<file path="config.mk">
export PLATFORM = sky130hd
export DESIGN_NAME = rs485_dir_ctrl
export DESIGN_NICKNAME = d
export VERILOG_FILES = /design/src/rtl/rs485_dir_pkg.sv /design/src/rtl/rs485_ctrl_decode.sv /design/src/rtl/rs485_tail_timer.sv /design/src/rtl/rs485_dir_fsm.sv /design/src/rtl/rs485_dir_ctrl.sv
export SDC_FILE = /design/constraint.sdc
export NUM_CORES = 1
export LEC_CHECK = 0
export ABC_CLOCK_PERIOD_IN_PS = 3600
export CAP_MARGIN = 5
export CORE_AREA = 2 2 45 47
export CTS_BUF_LIST = sky130_fd_sc_hd__clkbuf_4 sky130_fd_sc_hd__clkbuf_8
export DETAILED_ROUTE_END_ITERATION = 8
export DIE_AREA = 0 0 47 49
export PLACE_DENSITY = 0.85
export SYNTH_ARGS = -nofsm -noshare
export SYNTH_HDL_FRONTEND = slang
export SYNTH_SLANG_ARGS = --single-unit
</file>
<file path="constraint.sdc">
create_clock -name clk_i -period 3.6 [get_ports clk_i]
set_clock_uncertainty 0.2 [all_clocks]
set_input_delay 0.36 -clock clk_i [delete_from_list [all_inputs] [get_ports clk_i]]
set_output_delay 0.36 -clock clk_i [all_outputs]
set_load 0.05 [all_outputs]
</file>
<file path="src/rtl/rs485_dir_pkg.sv">
package rs485_dir_pkg;

  typedef enum logic [1:0] {
    DIR_IDLE = 2'd0,
    DIR_SEND = 2'd1,
    DIR_TAIL = 2'd2
  } dir_state_e;

  typedef struct packed {
    logic auto_dir;
    logic invert;
  } dir_cfg_t;

endpackage

</file>
<file path="src/rtl/rs485_ctrl_decode.sv">
module rs485_ctrl_decode
  import rs485_dir_pkg::*;
#(
  parameter int CTRL_W       = 8,
  parameter int AUTO_DIR_BIT = 4,
  parameter int INVERT_BIT   = 5
) (
  input  logic [CTRL_W-1:0] ctrl_i,
  output dir_cfg_t          cfg_o
);
  localparam logic [CTRL_W-1:0] UsedMask =
    (CTRL_W'(1) << AUTO_DIR_BIT) | (CTRL_W'(1) << INVERT_BIT);

  // remaining feature enables belong to other logic
  logic ctrl_unused;
  assign ctrl_unused = ^(ctrl_i & ~UsedMask);

  assign cfg_o.auto_dir = ctrl_i[AUTO_DIR_BIT];
  assign cfg_o.invert   = ctrl_i[INVERT_BIT];
endmodule

</file>
<file path="src/rtl/rs485_tail_timer.sv">
module rs485_tail_timer #(
  parameter int DLY_W = 8
) (
  input  logic             clk_i,
  input  logic             rst_ni,
  input  logic             load_i,
  input  logic             stop_i,
  input  logic             tick_i,
  input  logic [DLY_W-1:0] delay_i,
  output logic             expire_o
);
  localparam logic [DLY_W-1:0] One = DLY_W'(1);

  logic [DLY_W-1:0] cnt_q;
  logic             run_q;

  assign expire_o = run_q && tick_i && !stop_i && (cnt_q == One);

  always_ff @(posedge clk_i or negedge rst_ni) begin
    if (!rst_ni) begin
      cnt_q <= '0;
      run_q <= 1'b0;
    end else if (load_i) begin
      cnt_q <= delay_i;
      run_q <= 1'b1;
    end else if (stop_i || expire_o) begin
      cnt_q <= '0;
      run_q <= 1'b0;
    end else if (run_q && tick_i) begin
      cnt_q <= cnt_q - One;
    end
  end

  p_load_capture_r6: assert property (@(posedge clk_i) disable iff (!rst_ni)
    load_i |=> (cnt_q == $past(delay_i)));

  p_no_tick_hold_r5: assert property (@(posedge clk_i) disable iff (!rst_ni)
    (run_q && !tick_i && !load_i && !stop_i) |=> $stable(cnt_q));
endmodule

</file>
<file path="src/rtl/rs485_dir_fsm.sv">
module rs485_dir_fsm
  import rs485_dir_pkg::*;
(
  input  logic clk_i,
  input  logic rst_ni,
  input  logic en_i,
  input  logic wr_i,
  input  logic empty_i,
  input  logic shift_idle_i,
  input  logic zero_dly_i,
  input  logic expire_i,
  output logic load_o,
  output logic stop_o,
  output logic active_o
);
  dir_state_e state_q, state_d;
  logic       armed_q, armed_d;
  logic       line_idle;

  assign line_idle = empty_i && shift_idle_i;

  always_comb begin
    state_d = state_q;
    armed_d = armed_q;
    load_o  = 1'b0;
    stop_o  = 1'b0;
    if (!en_i) begin
      state_d = DIR_IDLE;
      armed_d = 1'b0;
      stop_o  = (state_q == DIR_TAIL);
    end else begin
      unique case (state_q)
        DIR_IDLE: if (wr_i) begin
          state_d = DIR_SEND;
          armed_d = 1'b0;
        end
        DIR_SEND: begin
          if (wr_i) begin
            armed_d = 1'b0;
          end else if (!line_idle) begin
            armed_d = 1'b1;
          end else if (armed_q) begin
            armed_d = 1'b0;
            if (zero_dly_i) state_d = DIR_IDLE;
            else begin
              state_d = DIR_TAIL;
              load_o  = 1'b1;
            end
          end
        end
        DIR_TAIL: begin
          if (wr_i) begin
            state_d = DIR_SEND;
            armed_d = 1'b0;
            stop_o  = 1'b1;
          end else if (expire_i) begin
            state_d = DIR_IDLE;
          end
        end
        default: state_d = DIR_IDLE;
      endcase
    end
  end

  always_ff @(posedge clk_i or negedge rst_ni) begin
    if (!rst_ni) begin
      state_q <= DIR_IDLE;
      armed_q <= 1'b0;
    end else begin
      state_q <= state_d;
      armed_q <= armed_d;
    end
  end

  assign active_o = (state_q != DIR_IDLE);

  p_write_claims_r2: assert property (@(posedge clk_i) disable iff (!rst_ni)
    (en_i && wr_i) |=> (state_q == DIR_SEND));

  p_busy_holds_r3: assert property (@(posedge clk_i) disable iff (!rst_ni)
    (en_i && state_q == DIR_SEND && !line_idle) |=> (state_q == DIR_SEND));

  p_unarmed_holds_r3: assert property (@(posedge clk_i) disable iff (!rst_ni)
    (en_i && state_q == DIR_SEND && !armed_q) |=> (state_q == DIR_SEND));

  p_zero_release_r4: assert property (@(posedge clk_i) disable iff (!rst_ni)
    (en_i && state_q == DIR_SEND && armed_q && line_idle && !wr_i && zero_dly_i)
      |=> (state_q == DIR_IDLE));

  p_tail_cancel_r7: assert property (@(posedge clk_i) disable iff (!rst_ni)
    (en_i && state_q == DIR_TAIL && wr_i) |=> (state_q == DIR_SEND));

  p_disabled_idle_r9: assert property (@(posedge clk_i) disable iff (!rst_ni)
    !en_i |=> (state_q == DIR_IDLE));
endmodule

</file>
<file path="src/rtl/rs485_dir_ctrl.sv">
module rs485_dir_ctrl
  import rs485_dir_pkg::*;
#(
  parameter int CTRL_W       = 8,
  parameter int DLY_W        = 8,
  parameter int AUTO_DIR_BIT = 4,
  parameter int INVERT_BIT   = 5
) (
  input  logic              clk_i,
  input  logic              rst_ni,
  input  logic              fifo_wr_i,
  input  logic              fifo_empty_i,
  input  logic              shift_idle_i,
  input  logic              bit_tick_i,
  input  logic [CTRL_W-1:0] ctrl_i,
  input  logic [DLY_W-1:0]  delay_i,
  output logic              dir_o
);
  dir_cfg_t cfg;
  logic     load, stop, expire, active, zero_dly;

  assign zero_dly = (delay_i == '0);

  rs485_ctrl_decode #(
    .CTRL_W      (CTRL_W),
    .AUTO_DIR_BIT(AUTO_DIR_BIT),
    .INVERT_BIT  (INVERT_BIT)
  ) u_decode (
    .ctrl_i(ctrl_i),
    .cfg_o (cfg)
  );

  rs485_dir_fsm u_fsm (
    .clk_i       (clk_i),
    .rst_ni      (rst_ni),
    .en_i        (cfg.auto_dir),
    .wr_i        (fifo_wr_i),
    .empty_i     (fifo_empty_i),
    .shift_idle_i(shift_idle_i),
    .zero_dly_i  (zero_dly),
    .expire_i    (expire),
    .load_o      (load),
    .stop_o      (stop),
    .active_o    (active)
  );

  rs485_tail_timer #(.DLY_W(DLY_W)) u_tail (
    .clk_i   (clk_i),
    .rst_ni  (rst_ni),
    .load_i  (load),
    .stop_i  (stop),
    .tick_i  (bit_tick_i),
    .delay_i (delay_i),
    .expire_o(expire)
  );

  // default: active low
  assign dir_o = ~(active ^ cfg.invert);

  p_expire_in_tail_r5: assert property (@(posedge clk_i) disable iff (!rst_ni)
    expire |-> (active && !load));
endmodule

</file>
==> results.md <==
* Power, Total at ~430 µW
* LEAKAGE at a little over 0.5 nW
* Cts hold-fix bufs at 0
* Worst hold path class: input port to async pin
* Max transition margin at 0.5234
* Number of enable flip-flop cells after synthesis at 0
* CTS Buf Count at 3
* Register area share after synthesis at 0.3529
* Final setup fails at 0
* Post-CTS Setup Inserts at 0
* FP Rows at 16
* Yosys reg bits at 12
* DR iter-0 viols at 23
* Crit path max fanout at 11
* Clock tree sinks at 12
* Syn_nets at between 100 and 150
* DRC violations left at 0
* Setup TNS at 0 ns
* Chip Width at roughly 47 µm
* R2r endpoint: u_tail.cnt_q[2]$_DFFE_PN0P_
* Design Area, Final at ~0.0011 mm²
* Final-stage net count at between 100 and 150
* Synth-to-layout area growth at 25.74%
* Cell Area, Placed at 0.001033 mm²
* Routed wire length at approximately 1900 µm
* Fmax at slightly below 400 MHz
* Crit-path leading delay family: simple AND/OR/NAND/NOR gates
* Worst path cell trace: clkdlybuf4s50_1, or4_1, o211a_1, or3_2, o221a_2
* Via Count at 811
* Cells after synthesis at 93
* Routed Antenna Nets at 0
* Die H at between 40 and 50 µm
* Total Routing Usage GR at 0.1874
* Worst setup EP type: flip-flop
* WL/cell at approximately 13 µm
* Max-slew violation count at 0
* Synthesis Warnings at 0
* Required @ worst endpoint at between 3 and 4 ns
* Final Hold Fails at 0
* Initial core utilization at 0.4620
* Worst IR Drop VDD at 0.2144 mV
* Root buffer cell: clkbuf_4
* Dominant synthesized flop cell: dfrtp_1
* Pwr/cell area at 402.2 mW/mm²
* Netlist cell types at 40
* H-tree levels at 1
* FF-to-FF Start: u_tail.cnt_q[4]$_DFFE_PN0P_
* WS Path Type: input port to flip-flop
* CP bufs+invs at 1
* Syn Std Cell Area at about 850 µm²
* Most frequent cells in the layout: clkdlybuf4s50_1, dfrtp_1, and3_1
* Port bufs at 16
* Initial antenna violation count at 0
* Largest net degree at the start of global routing at 13
* Outcome: complete, no violations
* First-pass detailed-route iteration total at 4
* Post-Layout Cell Count at between 100 and 150
* Clk_lat worst skew at between 0.2 and 0.3 ns
* Vias in the first global route at 749
* Maximum clock path buffer count at 2
* Slew @ Worst Pin at just over 0.7 ns
* Final min period at 2.539 ns
* Syn Area/Cell at slightly above 9 µm²
* Grt ovf at 0
* Clock-pin slew on the worst setup and hold paths at ~0.09 ns
* Die area at about 0.0023 mm²
* Worst Path Arrival at between 2 and 3 ns
* DP HPWL at around 1400 µm
* Share of cells above drive strength 1 at 0.09910
* Fin crit share at 0.7054
* R2r setup slk at between 1 and 1.5 ns
* CTS tree: yes
* CTS resizes at 0
* CP startpoint kind: input port
* Commonest non-fill, non-tap cell in the layout: clkdlybuf4s50_1
* Via-per-instance ratio at 5.877
* Max-cap viol count at 0
* First-pass GRT wire length at around 3200 µm
* Post-synthesis async set-or-reset flop share at 1.000
* Ant diodes at 0
* Slowest stage cell, crit path: or3_2
* Gpl congestion at roughly 0.80
* Critical path's largest stage delay at 0.57 ns
* R2R depth at 4
* IO Pins at 23
* Placed Cells at around 130
* RSZ-0062 raised after global routing: false
* Total core area at between 0.0015 and 0.002 mm²
==> synth_stat cells, types with 2 or more instances <==
master / instances / share of area
nor2_1: 3 / 0.013
ha_1: 2 / 0.029
o221a_2: 2 / 0.026
nor4_1: 4 / 0.029
nand2_1: 5 / 0.022
nor3_1: 3 / 0.018
xor2_1: 2 / 0.021
o21bai_1: 2 / 0.018
o22a_1: 2 / 0.021
and2_1: 3 / 0.022
nand3_1: 3 / 0.018
dfrtp_1: 12 / 0.35
inv_1: 5 / 0.022
nor2b_1: 2 / 0.015
nand2b_1: 3 / 0.022
and3_1: 6 / 0.044
or4_1: 4 / 0.035
or3_1: 3 / 0.022
clkbuf_1: 2 / 0.0088
o21ai_0: 2 / 0.012
mux2i_1: 2 / 0.024
nor3b_1: 2 / 0.018
a31oi_1: 2 / 0.015
==> worst max-delay path by stage <==
stage	depth (start not counted)	slack (ns)	from	end
5_1_grt	5	0.98	delay_i[7]	u_tail.cnt_q[2]$_DFFE_PN0P_
3_5_place_dp	5	0.75	delay_i[7]	u_tail.cnt_q[2]$_DFFE_PN0P_
3_3_place_gp	5	0.78	delay_i[7]	u_tail.cnt_q[2]$_DFFE_PN0P_
6_report	5	1.06	delay_i[7]	u_tail.cnt_q[2]$_DFFE_PN0P_
2_1_floorplan	4	1.39	delay_i[3]	u_tail.cnt_q[5]$_DFFE_PN0P_
4_1_cts	5	1.05	delay_i[7]	u_tail.cnt_q[2]$_DFFE_PN0P_
==> sequential cells by signal, summed over array words and instances, names as in the netlist <==
name	count
u_tail.cnt_q	8
u_fsm.state_q	2
u_fsm.armed_q	1
u_tail.run_q	1
==> kinds of logic after synthesis <==
| logic type | share of synthesized area |
|---|---|
| buffers and inverters | 0.04412 |
| and+or+nand+nor | 0.3412 |
| AOI/OAI and AO/OA | 0.1779 |
| DFF | 0.3529 |
| muxes | 0.02353 |
| adders and majority gates | 0.02941 |
| xor gates and xnor gates | 0.03089 |
==> report_power, final <==
part | total, mW | leakage, nW | internal [mW] | switching [mW]
clock network | 0.117 | 0.0210 | 0.0616 | 0.0549
registers | 0.183 | 0.147 | 0.159 | 0.0239
logic | 0.131 | 0.344 | 0.0668 | 0.0642
total | 0.430 | 0.513 | 0.287 | 0.143
==> metrics by stage <==
step,util,setup slack (ns),hold slack (ns)
global route,0.5808,0.9842,0.2661
floorplan,-,1.393,-0.1356
CTS,0.5808,1.051,0.2418
global placement,0.5611,0.7831,0.3353
finish,0.5808,1.061,0.2245
detailed placement,0.5611,0.7537,0.3419
==> final cells by class <==
class	count	area [µm²]
Sequential cell	12	300.3
Clock buffer	4	36.28
Tap cell	27	33.78
Multi-Input combinational cell	73	513.0
Timing Repair Buffer	17	167.7
Fill cell	163	772.0
Inverter	5	18.77
==> metal layers <==
layer / up-vias / wire length [µm] / global-route usage
li1: 391 / - / -
met3: 6 / 92 / 0.05556
met2: 29 / 914 / 0.2900
met5: - / 0 / 0
met1: 385 / 823 / 0.2304
met4: 0 / 28 / 0.08796
Note: power is estimated with default switching activity, not from simulation.
